<file path="config.mk">
export PLATFORM = sky130hd
export DESIGN_NAME = bcd_calendar_core
export DESIGN_NICKNAME = d
export VERILOG_FILES = /design/src/rtl/cal_pkg.sv /design/src/rtl/cal_prescaler.sv /design/src/rtl/cal_bcd_step.sv /design/src/rtl/cal_month_limit.sv /design/src/rtl/cal_time_chain.sv /design/src/rtl/bcd_calendar_core.sv
export SDC_FILE = /design/constraint.sdc
export NUM_CORES = 1
export LEC_CHECK = 0
export BUFFER_PORTS_ARGS = -buffer_cell sky130_fd_sc_hd__buf_2
export CORE_ASPECT_RATIO = 1.75
export CORE_MARGIN = 2
export CORE_UTILIZATION = 53
export CTS_CLUSTER_DIAMETER = 40
export DETAILED_ROUTE_END_ITERATION = 8
export PLACE_DENSITY = 0.82
export SYNTH_ARGS = -nofsm -noshare
export SYNTH_HDL_FRONTEND = slang
export SYNTH_SLANG_ARGS = --single-unit
</file>
<file path="constraint.sdc">
create_clock -name clk -period 4.4 [get_ports clk]
set_clock_uncertainty 0.05 [all_clocks]
set_input_delay 0 -clock clk [delete_from_list [all_inputs] [get_ports clk]]
set_output_delay 0 -clock clk [all_outputs]
set_load 0.05 [all_outputs]
</file>
<file path="src/rtl/cal_pkg.sv">
// Package: shared constants and pure functions for the BCD calendar.
// Assumes packed BCD bytes; field index i occupies byte i of a time word.
package cal_pkg;
    localparam int FIELD_W    = 8;
    localparam int NUM_FIELDS = 8;
    localparam int TIME_W     = FIELD_W * NUM_FIELDS;

    // Field indices: also the byte position inside a time word.
    localparam int F_SEC   = 0;
    localparam int F_MIN   = 1;
    localparam int F_HOUR  = 2;
    localparam int F_DOW   = 3;
    localparam int F_DATE  = 4;
    localparam int F_MONTH = 5;
    localparam int F_YEAR  = 6;
    localparam int F_CENT  = 7;

    // Reset value: century 00, year 00, 01/01, day 01, 00:00:00.
    localparam logic [TIME_W-1:0] RST_TIME = 64'h00_00_01_01_01_00_00_00;

    // Leap test on the BCD year digits: multiple of four.
    function automatic logic year_is_leap(input logic [FIELD_W-1:0] yr);
        logic [3:0] units;
        units = yr[3:0];
        if (yr[4]) begin
            return (units == 4'd2) || (units == 4'd6);
        end
        return (units == 4'd0) || (units == 4'd4) || (units == 4'd8);
    endfunction

    // Last valid date of a BCD month; unknown months get 31.
    function automatic logic [FIELD_W-1:0] month_last_date(input logic [FIELD_W-1:0] mon,
                                                           input logic leap);
        case (mon)
            8'h02:                      return leap ? 8'h29 : 8'h28;
            8'h04, 8'h06, 8'h09, 8'h11: return 8'h30;
            default:                    return 8'h31;
        endcase
    endfunction

    // Lowest legal value of a field.
    function automatic logic [FIELD_W-1:0] field_lo(input int idx);
        case (idx)
            F_DOW, F_DATE, F_MONTH: return 8'h01;
            default:                return 8'h00;
        endcase
    endfunction

    // Highest legal value of a field (date is replaced by the month limit).
    function automatic logic [FIELD_W-1:0] field_hi(input int idx);
        case (idx)
            F_SEC, F_MIN: return 8'h59;
            F_HOUR:       return 8'h23;
            F_DOW:        return 8'h07;
            F_DATE:       return 8'h31;
            F_MONTH:      return 8'h12;
            F_YEAR:       return 8'h99;
            default:      return 8'h39;
        endcase
    endfunction
endpackage

</file>
<file path="src/rtl/cal_prescaler.sv">
// Module: cal_prescaler
// Divides counted reference ticks into a one-cycle seconds advance and a
// square-wave phase bit. Assumes REF_HZ and REF_HZ/(2*PHASE_HZ) are powers
// of two so the phase is a plain counter bit. clear restarts the second.
module cal_prescaler #(
    parameter int REF_HZ   = 32768,
    parameter int PHASE_HZ = 512
) (
    input  logic clk,
    input  logic rst_n,
    input  logic ref_tick,
    input  logic run,
    input  logic clear,
    output logic sec_tick,
    output logic phase
);
    localparam int CNT_W      = $clog2(REF_HZ);
    localparam int PHASE_HALF = REF_HZ / (2 * PHASE_HZ);
    localparam int PH_BIT     = $clog2(PHASE_HALF);
    localparam logic [CNT_W-1:0] LAST = CNT_W'(REF_HZ - 1);

    logic [CNT_W-1:0] cnt_q;
    logic             count_en;

    // Purpose: a reference tick counts only while the oscillator runs.
    assign count_en = run && ref_tick;

    // Purpose: sub-second position, cleared by reset or a load.
    always_ff @(posedge clk) begin
        if (!rst_n || clear) begin
            cnt_q <= '0;
        end else if (count_en) begin
            cnt_q <= (cnt_q == LAST) ? '0 : cnt_q + 1'b1;
        end
    end

    // Purpose: one-cycle advance on the last counted tick of a second.
    assign sec_tick = count_en && !clear && (cnt_q == LAST);
    assign phase    = cnt_q[PH_BIT];
endmodule

</file>
<file path="src/rtl/cal_bcd_step.sv">
// Module: cal_bcd_step
// Combinational next value of one packed-BCD field. A value with a non-BCD
// digit or at/above hi wraps to lo and raises wrap; otherwise it counts up
// by one in BCD. Assumes lo and hi are valid BCD.
module cal_bcd_step
    import cal_pkg::*;
(
    input  logic [FIELD_W-1:0] cur,
    input  logic [FIELD_W-1:0] lo,
    input  logic [FIELD_W-1:0] hi,
    output logic [FIELD_W-1:0] nxt,
    output logic               wrap
);
    logic bad_digit;

    // Purpose: decide wrap and form the incremented BCD value.
    always_comb begin
        bad_digit = (cur[3:0] > 4'd9) || (cur[7:4] > 4'd9);
        wrap      = bad_digit || (cur >= hi);
        if (wrap) begin
            nxt = lo;
        end else if (cur[3:0] == 4'd9) begin
            nxt = {cur[7:4] + 4'd1, 4'd0};
        end else begin
            nxt = {cur[7:4], cur[3:0] + 4'd1};
        end
    end
endmodule

</file>
<file path="src/rtl/cal_month_limit.sv">
// Module: cal_month_limit
// Last valid date for the current month and year, with the leap rule
// taken from the BCD year digits. Purely combinational.
module cal_month_limit
    import cal_pkg::*;
(
    input  logic [FIELD_W-1:0] month,
    input  logic [FIELD_W-1:0] year,
    output logic [FIELD_W-1:0] last_date
);
    logic leap;

    // Purpose: leap flag, then month length.
    always_comb begin
        leap      = year_is_leap(year);
        last_date = month_last_date(month, leap);
    end
endmodule

</file>
<file path="src/rtl/cal_time_chain.sv">
// Module: cal_time_chain
// Field registers and carry chain: sec -> min -> hour -> date -> month ->
// year -> century, with day of week stepping beside the date. A load
// replaces every field and wins over step. Assumes step is one cycle wide.
module cal_time_chain
    import cal_pkg::*;
(
    input  logic              clk,
    input  logic              rst_n,
    input  logic              step,
    input  logic              load,
    input  logic [TIME_W-1:0] load_val,
    output logic [TIME_W-1:0] cur_time
);
    logic [FIELD_W-1:0] fld_v  [NUM_FIELDS];
    logic [FIELD_W-1:0] nxt_v  [NUM_FIELDS];
    logic               wrap_v [NUM_FIELDS];
    logic               inc_v  [NUM_FIELDS];
    logic [FIELD_W-1:0] date_hi;
    logic               unused_wraps;

    // Purpose: month length for the date field's upper limit.
    cal_month_limit u_mlim (
        .month     (fld_v[F_MONTH]),
        .year      (fld_v[F_YEAR]),
        .last_date (date_hi)
    );

    // Purpose: ripple carry enables; day of week rides on the date enable.
    assign inc_v[F_SEC]   = step;
    assign inc_v[F_MIN]   = inc_v[F_SEC]   && wrap_v[F_SEC];
    assign inc_v[F_HOUR]  = inc_v[F_MIN]   && wrap_v[F_MIN];
    assign inc_v[F_DATE]  = inc_v[F_HOUR]  && wrap_v[F_HOUR];
    assign inc_v[F_DOW]   = inc_v[F_DATE];
    assign inc_v[F_MONTH] = inc_v[F_DATE]  && wrap_v[F_DATE];
    assign inc_v[F_YEAR]  = inc_v[F_MONTH] && wrap_v[F_MONTH];
    assign inc_v[F_CENT]  = inc_v[F_YEAR]  && wrap_v[F_YEAR];
    assign unused_wraps   = wrap_v[F_CENT] ^ wrap_v[F_DOW];

    for (genvar i = 0; i < NUM_FIELDS; i++) begin : g_fld
        logic [FIELD_W-1:0] fld_q;
        logic [FIELD_W-1:0] hi_sel;

        if (i == F_DATE) begin : g_dyn
            assign hi_sel = date_hi;
        end else begin : g_fix
            assign hi_sel = field_hi(i);
        end

        // Purpose: next value and wrap of this field.
        cal_bcd_step u_step (
            .cur  (fld_q),
            .lo   (field_lo(i)),
            .hi   (hi_sel),
            .nxt  (nxt_v[i]),
            .wrap (wrap_v[i])
        );

        // Purpose: field register with reset, load and advance.
        always_ff @(posedge clk) begin
            if (!rst_n) begin
                fld_q <= RST_TIME[i*FIELD_W +: FIELD_W];
            end else if (load) begin
                fld_q <= load_val[i*FIELD_W +: FIELD_W];
            end else if (inc_v[i]) begin
                fld_q <= nxt_v[i];
            end
        end

        assign fld_v[i]                       = fld_q;
        assign cur_time[i*FIELD_W +: FIELD_W] = fld_q;
    end
endmodule

</file>
<file path="src/rtl/bcd_calendar_core.sv">
// Module: bcd_calendar_core (top)
// BCD calendar with century, driven by a reference-tick prescaler.
// Assumes ref_tick and ld_stb are synchronous to clk; halt freezes all
// counting; a load restarts the current second.
module bcd_calendar_core
    import cal_pkg::*;
#(
    parameter int REF_HZ   = 32768,
    parameter int PHASE_HZ = 512
) (
    input  logic              clk,
    input  logic              rst_n,
    input  logic              ref_tick,
    input  logic              halt,
    input  logic              ld_stb,
    input  logic [TIME_W-1:0] ld_data,
    output logic [TIME_W-1:0] snap_time,
    output logic              freq_phase
);
    logic sec_tick;

    // Purpose: seconds advance and frequency-test phase.
    cal_prescaler #(
        .REF_HZ   (REF_HZ),
        .PHASE_HZ (PHASE_HZ)
    ) u_presc (
        .clk      (clk),
        .rst_n    (rst_n),
        .ref_tick (ref_tick),
        .run      (!halt),
        .clear    (ld_stb),
        .sec_tick (sec_tick),
        .phase    (freq_phase)
    );

    // Purpose: calendar registers and carry chain.
    cal_time_chain u_chain (
        .clk      (clk),
        .rst_n    (rst_n),
        .step     (sec_tick),
        .load     (ld_stb),
        .load_val (ld_data),
        .cur_time (snap_time)
    );
endmodule

</file>
==> results of run 1 <==
## cell families after synthesis
logic type | count (synthesis) | share of synthesized area
multiplexers | 2 | 0.004413
AO/OA/AOI/OAI | 188 | 0.2773
buffers and inverters | 69 | 0.05633
XOR/XNOR | 24 | 0.04361
adder cells (fa/ha/maj) | 26 | 0.06750
AND/OR/NAND/NOR | 207 | 0.2227
flip-flops | 79 | 0.3281
## area by class of cell
type                       instances  area [sq um]
clock buffer                      12         266.5
timing repair buffer             177          1099
sequential                        79          1582
inverter                          33         123.9
clock inverter                     4         52.55
fill                             739          2739
multi-input combinational        447          2967
tap                              120         150.1
## layer usage
metal | part of all wire | vias to the layer above | GRT usage
li1 | - | 2505 | -
met4 | 0.037 | 0 | 0.1551
met3 | 0.048 | 43 | 0.04564
met5 | 0 | - | 0
met2 | 0.53 | 195 | 0.5247
met1 | 0.38 | 2492 | 0.2987
## timing repair
item	4_1_cts	5_1_grt
hold endpoints to repair	41	0
hold buffers	41	0
setup buffers	0	0
## Yosys cell counts, types with 3 or more instances
cell / count / area share
a22oi_1: 10 / 0.016
a211o_1: 3 / 0.0055
clkbuf_1: 28 / 0.022
and4_1: 4 / 0.0073
a32oi_1: 5 / 0.0091
dfxtp_1: 79 / 0.33
nand2_1: 51 / 0.040
a221oi_1: 17 / 0.031
nand4_1: 6 / 0.0078
a2bb2oi_1: 3 / 0.0055
a32o_1: 6 / 0.012
a31oi_1: 3 / 0.0039
or2_2: 3 / 0.0039
o31ai_1: 7 / 0.011
nor4_4: 3 / 0.013
a21oi_1: 30 / 0.031
and2_1: 5 / 0.0065
o21a_1: 4 / 0.0062
o211a_1: 3 / 0.0062
xnor2_1: 14 / 0.025
xor2_1: 10 / 0.018
o211ai_1: 6 / 0.0093
ha_1: 26 / 0.067
nor3b_1: 4 / 0.0062
nand2b_1: 10 / 0.013
a21o_1: 5 / 0.0078
a211oi_1: 32 / 0.050
o21ai_1: 4 / 0.0042
a22o_1: 3 / 0.0055
nor2b_1: 3 / 0.0039
nor3_1: 12 / 0.012
nor2_1: 60 / 0.047
inv_1: 32 / 0.025
nand3_1: 16 / 0.017
or3_1: 6 / 0.0078
buf_2: 4 / 0.0042
and3_1: 4 / 0.0052
o21ai_0: 29 / 0.030
nor4_1: 7 / 0.0091
## worst max path at each step
stage / end / startpoint / cells after the start / slack [ps]
floorplan: u_chain.g_fld[6].fld_q[7] / u_chain.g_fld[6].fld_q[1] / 15 / 900
global placement: u_chain.g_fld[6].fld_q[5] / u_chain.g_fld[6].fld_q[1] / 12 / 1280
detailed placement: u_chain.g_fld[7].fld_q[4] / u_chain.g_fld[5].fld_q[3] / 11 / 1150
CTS: u_chain.g_fld[7].fld_q[4] / u_chain.g_fld[5].fld_q[3] / 11 / 1130
global route: u_chain.g_fld[7].fld_q[5] / u_chain.g_fld[5].fld_q[3] / 11 / 790
finish: u_chain.g_fld[6].fld_q[4] / u_chain.g_fld[6].fld_q[1] / 12 / 1120
## state kept, by name (all words and copies together), names as in the netlist
signal / count
u_chain.g_fld.fld_q: 64
u_presc.cnt_q: 15
## stage by stage
stage | instances | cell area, sq um | utilization | hold WS, ps | setup slack, ps
4_1_cts | 872 | 6240 | 0.6950 | 0.3097 | 1135
2_1_floorplan | 595 | 4820 | - | 66.89 | 904.6
5_1_grt | 872 | 6240 | 0.6950 | 25.20 | 792.2
3_5_place_dp | 815 | 5510 | 0.6137 | 175.8 | 1150
3_3_place_gp | 815 | 5510 | 0.6137 | 166.1 | 1282
6_report | 872 | 6240 | 0.6950 | 4.332 | 1119
## worst max-delay path, cell delays in order (launching register included)
cell and delay (ps):
dfxtp_1 390, or2_2 380, o22ai_1 140, nand2b_1 140, a21oi_1 170, o32a_1 150, ha_1 220, nand2b_1 140
a211oi_1 310, o21ba_2 400, or4_1 330, a221oi_1 90, a211oi_1 270
## where the power goes
group	internal, mW	switching [mW]	total, mW	leakage, nW
Clock	0.487	0.298	0.784	0.159
Combinational	0.147	0.267	0.414	1.81
Sequential	0.746	0.0481	0.794	0.643
Total	1.38	0.613	1.99	2.62
==> flow_summary.toml, run 1 <==
[outcome]
outcome = "finished, final reports clean"

[cts]
clkTransAtPathRegs_ps = 60
cts_root_buf = "clkbuf_16"
cts_tree = "built"
clockBufferDepth = 2
htreeDepth = 3
cts-resized-gates = 0
clk_latency_ps = 340
numClockSinks = 79
cts_buffers = 9

[setup_path]
cp_max_fo = 10
timing.rr.start = "u_chain.g_fld[6].fld_q[1]"
path_class = "register to register"
end_kind = "register"
cp.required_ps = 4590
cp.arrival_ps = 3470
reg2reg_to = "u_chain.g_fld[6].fld_q[4]"
ff2ff_setup_slack_ps = 1120
reg2reg_depth = 12
startpoint_type = "register"

[sta]
slew-limit-headroom = 0.3544
period_share = 0.7457
hold_viol = 0
slew_viol_final = 0
max_clock_freq_mhz = 304.8
timing.setup.tns_ps = 0
finalCriticalPeriod_ps = 3281
worst_pin_slew_ps = 967.0
setup_viol = 0
rsz0062_at_grt = "no"

[die]
core.rowCount = 46
die_x_microns = 76.09
start_util = 0.5368
dieArea_sq_um = 9902
pin_count = 134
coreArea_sq_um = 8979
die_h_microns = 130.2

[global_route]
first_global_vias = 4985
overflow = 0
grt_max_degree = 54
grt_pass1_wl_mm = 22.69
antenna_found_initial = 0
grt_use_total = 0.2796

[worst_hold_path]
whs_endpoint = "u_chain.g_fld[1].fld_q[6]"
holdPathStages = 3
hp-class = "input port to register"
hp-start = "ld_data[14]"

[cells_and_area]
area_delta_synth_final_pct = 29.47
mostFrequentLayoutCells = "buf_2 (133), dfxtp_1 (79), nor2_1 (60)"
final_common_cell = "buf_2"
layout-drive-gt1-share = 0.2207
nets = 842
n_antenna_cell = 0

[route]
drtPass1Iterations = 5
remaining_drc_errors = 0
wl_mm = 14.15
detail_route.wl_per_cell_microns = 16.22
ant_nets = 0
drt-vias-per-instance = 6.003
vias = 5235
drtIter0Drc = 295

[power_and_ir_drop]
finalPower_mw = 1.993
power_density_nw_per_um2 = 319.4
vdd_ir_drop_max_v = 0.0002413
power.leakage_nw = 2.615

[job]
drv_cap = 0

[yosys]
ys_warn_count = 0
syn_inst = 595
avgSynthCellArea_sq_um = 8.100
synth_seq_cells = 79
syn_area_sq_um = 4820
synth-async-reset-ratio = 0
syn_nets = 690
yosysSeqAreaShare = 0.3281
yosys.cell_types.count = 66
synth_edf_count = 0
synth_ff_type = "dfxtp_1"

[placement]
dpl.hpwl_mm = 10.07
io_buffers = 133
gp_congestion = 0.8880
No activity file was read; power rests on OpenSTA's default activity.
==> run 2, diff against run 1 <==
--- a/config.mk
+++ b/config.mk
@@ -8,10 +8,10 @@
 export BUFFER_PORTS_ARGS = -buffer_cell sky130_fd_sc_hd__buf_2
 export CORE_ASPECT_RATIO = 1.75
 export CORE_MARGIN = 2
-export CORE_UTILIZATION = 53
+export CORE_UTILIZATION = 48
 export CTS_CLUSTER_DIAMETER = 40
 export DETAILED_ROUTE_END_ITERATION = 8
-export PLACE_DENSITY = 0.82
+export PLACE_DENSITY = 0.78
 export SYNTH_ARGS = -nofsm -noshare
 export SYNTH_HDL_FRONTEND = slang
 export SYNTH_SLANG_ARGS = --single-unit
==> constraint.sdc (replaced) <==
create_clock -name clk -period 2.7 [get_ports clk]
set_clock_uncertainty 0.05 [all_clocks]
set_input_delay 0 -clock clk [delete_from_list [all_inputs] [get_ports clk]]
set_output_delay 0 -clock clk [all_outputs]
set_load 0.05 [all_outputs]
==> flow_summary.toml, run 2 (synthesis results as in run 1) <==
[global_route]
antenna_found_initial = 0
overflow = 0
grt_use_total = 0.2819
grtUsageMet3 = 0.04815
grt_util_met1 = 0.2918
first_global_vias = 5321
grt_max_degree = 48
grt-busiest-layer = "met2"
grt_pass1_wl_mm = 24.41
grt_use_met2 = 0.5252

[cells_and_area]
biggestRegsByFlops = "u_chain.g_fld.fld_q x64, u_presc.cnt_q x15"
area_delta_synth_final_pct = 41.67
n_antenna_cell = 0
fin_util = 0.6932
final_common_cell = "buf_2"
mostFrequentLayoutCells = "buf_2 (134), dfxtp_1 (69), nor2_1 (57)"
largest_register_ffs = 64
layoutNonFillerInstCount = 917
regArea_sq_um = 1607
regMostFlops = "u_chain.g_fld.fld_q"
fillers = 770
layout-drive-gt1-share = 0.3207
nets = 882
multi_input_area_sq_um = 3212

[setup_path]
critPathBufInv = 3
timing.rr.start = "u_chain.g_fld[5].fld_q[0]"
path_class = "register to register"
max_stage_delay_ps = 350
cpMaxStageDelayCell = "dfxtp_4"
end_kind = "register"
cp.arrival_ps = 3070
cp_max_fo = 5
worstPathCellList = "nor4_4 > nand2_1 > nor3b_2 > inv_1 > ha_4 > a31oi_4 > o21ai_2 > o21ba_4 > buf_4 > nor3_4 > buf_4 > mux2i_1 > nand2_1"
cp.depth = 13
crit_start = "u_chain.g_fld[5].fld_q[0]"
startpoint_type = "register"
path_delay_family = "simple AND/OR/NAND/NOR gates"
reg2reg_depth = 13
cp.required_ps = 2840

[sta]
setup_viol = 18
setup_ws_ps = -227.5
hold_viol = 0
rsz0062_at_grt = "yes"
period_share = 1.084
max_clock_freq_mhz = 341.6
finalCriticalPeriod_ps = 2927
slew_viol_final = 0
worst_pin_slew_ps = 963.6
slew-limit-headroom = 0.3566

[outcome]
outcome = "finished, violations left"
violations = "setup timing"

[route]
ant_nets = 0
drtIter0Drc = 437
remaining_drc_errors = 0
drt-vias-per-instance = 5.948
drtPass1Iterations = 5
wl_mm = 15.85
vias = 5454
detail_route.wl_per_cell_microns = 17.28

[cts]
clk_latency_ps = 340
clkTransAtPathRegs_ps = 60
htreeDepth = 3
cts_tree = "built"
numClockSinks = 79
clockBufferDepth = 2
cts_root_buf = "clkbuf_16"
cts_buffers = 9

[worst_hold_path]
hp-class = "input port to register"
holdPathStages = 3
hp-start = "ld_data[4]"

[job]
drv_cap = 0

[die]
coreArea_sq_um = 9849
core.rowCount = 48
die_x_microns = 79.75
pin_count = 134
die_h_microns = 136.6
start_util = 0.4893
dieArea_sq_um = 10890

[power_and_ir_drop]
power_density_nw_per_um2 = 481.4
power.leakage_nw = 2.889
finalPower_mw = 3.287
vdd_ir_drop_max_v = 0.0004002

[placement]
place_ws_ps = -208.9
dp.cells = 849
gp_congestion = 0.8527
io_buffers = 133
dpl.hpwl_mm = 10.65
-- run 2: worst reg2reg max path: stages (launching register included) --
cell     delay [ps]
dfxtp_4         350
nor4_4          260
nand2_1         120
nor3b_2         260
inv_1           120
ha_4            300
a31oi_4          90
o21ai_2         160
o21ba_4         200
buf_4           140
nor3_4          280
buf_4           180
mux2i_1         180
nand2_1         100
-- run 2: power by group --
group	leakage (nW)	switching (mW)	total (mW)	internal, mW
Sequential	0.649	0.0732	1.29	1.21
Combinational	2.09	0.484	0.777	0.293
Clock	0.151	0.495	1.22	0.728
Total	2.89	1.05	3.29	2.24
-- run 2: layout make-up --
class / instances / share of cell area
multi-input combinational: 447 / 0.4704
sequential: 79 / 0.2353
timing repair buffer: 217 / 0.2089
clock buffer: 11 / 0.04032
tap: 125 / 0.02291
inverter: 33 / 0.01814
clock inverter: 5 / 0.004032
-- run 2: per-stage QoR --
| step | hold slack, ps | TNS [ps] | instance area, sq um |
|---|---|---|---|
| 2_1_floorplan | 66.89 | -2166 | 4912 |
| 3_3_place_gp | 168.0 | -606.4 | 5809 |
| 3_5_place_dp | 170.4 | -2826 | 5809 |
| 4_1_cts | 0.9427 | -110.9 | 6645 |
| 5_1_grt | 23.03 | -5195 | 6828 |
| 6_report | 8.519 | -1980 | 6828 |
-- run 2: final timing paths --
check	to	slack, ps
setup / recovery	u_chain.g_fld[5].fld_q[0]	-230
hold / removal	u_chain.g_fld[0].fld_q[4]	9
setup reg to reg	u_chain.g_fld[5].fld_q[0]	-230
hold reg to reg	u_presc.cnt_q[14]	460
-- run 2: repair_timing --
action | CTS | global route
buffers inserted | 2 | 7
hold buffers | 42 | 0
pin swaps | 11 | 16
setup endpoints to repair | 30 | 39
hold endpoints to repair | 42 | 0
gates cloned | 0 | 1
gates resized for setup | 17 | 30
-- run 2: routing by layer --
layer	vias up	routed length [microns]	part of all wire
li1	2576	-	-
met1	2583	5784	0.36
met2	229	8440	0.53
met3	66	908	0.057
met4	0	715	0.045
met5	-	0	0
==> run 3, diff against run 2 <==
--- a/config.mk
+++ b/config.mk
@@ -5,13 +5,16 @@
 export SDC_FILE = /design/constraint.sdc
 export NUM_CORES = 1
 export LEC_CHECK = 0
+export ABC_CLOCK_PERIOD_IN_PS = 2700
 export BUFFER_PORTS_ARGS = -buffer_cell sky130_fd_sc_hd__buf_2
+export CAP_MARGIN = 40
 export CORE_ASPECT_RATIO = 1.75
 export CORE_MARGIN = 2
-export CORE_UTILIZATION = 48
+export CORE_UTILIZATION = 53
 export CTS_CLUSTER_DIAMETER = 40
 export DETAILED_ROUTE_END_ITERATION = 8
-export PLACE_DENSITY = 0.78
+export PLACE_DENSITY = 0.8
 export SYNTH_ARGS = -nofsm -noshare
 export SYNTH_HDL_FRONTEND = slang
+export SYNTH_HIERARCHICAL = 1
 export SYNTH_SLANG_ARGS = --single-unit
==> flow_summary.toml, run 3 <==
[sta]
hold_viol = 2
worst_pin_slew_ps = 569.0
slew_viol_final = 0
setup_viol = 32
fin_hold_ws_ps = -15.98
rsz0062_at_grt = "yes"
max_clock_freq_mhz = 319.8
setup_ws_ps = -426.7
period_share = 1.158
slew-limit-headroom = 0.6207
finalCriticalPeriod_ps = 3127

[cells_and_area]
nets = 1397
fillers = 1175
largest_register_ffs = 64
biggestRegsByFlops = "u_chain/g_fld.fld_q x64, u_presc/cnt_q x15"
mostFrequentLayoutCells = "buf_2 (132), conb_1 (125), nand2_1 (117)"
regArea_sq_um = 1594
multi_input_area_sq_um = 6282
final_common_cell = "buf_2"
design_area_sq_um = 10330
fin_util = 0.7033
regMostFlops = "u_chain/g_fld.fld_q"
layout-drive-gt1-share = 0.2637
area_delta_synth_final_pct = 30.94

[die]
coreArea_sq_um = 14690
die_x_microns = 96.23
pin_count = 134
start_util = 0.5371
die_h_microns = 165.4
dieArea_sq_um = 15920
core.rowCount = 59

[setup_path]
max_stage_delay_ps = 410
cp_max_fo = 7
path_delay_family = "simple AND/OR/NAND/NOR gates"
cp.arrival_ps = 3310
cpMaxStageDelayCell = "or3b_4"
worstPathCellList = "or3_4 > or3b_4 > and2b_1 > inv_2 > ha_4 > nor2_2 > nor3_2 > a221oi_4 > buf_4 > buf_6 > mux2_4 > mux2i_1 > nand2_1 > o211a_1"
end_kind = "register"
critPathBufInv = 3
path_class = "register to register"
cp.required_ps = 2880
startpoint_type = "register"

[cts]
numClockSinks = 79
htreeDepth = 3
cts_buffers = 9
clkTransAtPathRegs_ps = 60
clockBufferDepth = 2
cts_tree = "built"
cts_root_buf = "clkbuf_16"
clk_latency_ps = 340

[power_and_ir_drop]
seqPwrFrac = 0.308
p_comb_frac = 0.418
swShare = 0.3692
p_sw_mw = 1.651
vdd_ir_drop_max_v = 0.0002776
p_int_mw = 2.820
p_clk_frac = 0.275
power.leakage_nw = 5.212
power_density_nw_per_um2 = 432.7

[route]
ant_nets = 0
wl_mm = 20.37
drt-vias-per-instance = 5.280
drtPass1Iterations = 5
drtIter0Drc = 206
remaining_drc_errors = 0
vias = 7540
detail_route.wl_per_cell_microns = 14.27

[worst_hold_path]
hp-class = "input port to register"

[placement]
io_buffers = 133
gp_congestion = 0.8448
placed_area_sq_um = 9409
dpl.hpwl_mm = 14.68
place_ws_ps = -424.9

[yosys]
syn_inst = 912
ys_warn_count = 6
avgSynthCellArea_sq_um = 8.651
syn_area_sq_um = 7890

[outcome]
violations = "hold timing, setup timing"
outcome = "finished, violations left"

[global_route]
grt_max_degree = 41
grt_use_total = 0.2548
overflow = 0
first_global_vias = 7292
antenna_found_initial = 2
grt_pass1_wl_mm = 32.56

[job]
drv_cap = 0
run 3: layout make-up:
class                           count  area share
Antenna cell                        1   0.0002422
Clock buffer                       13     0.02422
Clock inverter                      3    0.003997
Inverter                          101     0.03718
Multi-Input combinational cell    820      0.6081
Sequential cell                    79      0.1543
Tap cell                          183     0.02216
Timing Repair Buffer              228      0.1498
run 3: per-stage QoR:
stage | std cells | total power [mW] | setup TNS (ps)
5_1_grt | 1428 | 4.728 | -14480
3_5_place_dp | 1357 | 3.126 | -9828
3_3_place_gp | 1357 | 3.075 | -7428
2_1_floorplan | 1033 | 2.699 | -11100
4_1_cts | 1423 | 4.439 | -9300
6_report | 1428 | 4.470 | -11170
run 3: power by group through the flow:
stage          registers [mW]  clock network [mW]  logic, mW
2_1_floorplan            1.67                   0       1.03
3_3_place_gp             1.40                   0       1.68
3_5_place_dp             1.40                   0       1.73
4_1_cts                  1.37                1.25       1.81
5_1_grt                  1.39                1.30       2.03
6_report                 1.37                1.23       1.87
run 3: repair_timing:
| item | in CTS | in global routing |
|---|---|---|
| resized for setup | 10 | 11 |
| setup endpoints to repair | 32 | 35 |
| pin swaps | 11 | 12 |
| endpoints found under the hold margin | 47 | 1 |
| hold buffers | 46 | 1 |
| setup buffers | 4 | 3 |
run 3: final timing paths:
path	start	end	slack (ps)	cells after the start
min	ld_data[32]	u_chain/g_fld[4].fld_q[0]	-20	4
max reg2reg	u_chain/g_fld[5].fld_q[0]	u_chain/g_fld[4].fld_q[5]	-430	14
max	u_chain/g_fld[5].fld_q[0]	u_chain/g_fld[4].fld_q[5]	-430	14
min reg2reg	u_presc/cnt_q[1]	u_presc/cnt_q[1]	450	1
run 3: worst min-delay path, stage by stage:
cell and delay, ps:
buf_2 100, mux2_2 140, mux2i_1 60, nand2_1 50
run 3: metal layers:
metal  GRT usage  routed length (microns)
met1      0.2604                     7796
met2      0.4975                    11190
met3     0.03630                      789
met4      0.1032                      593
met5           0                        7
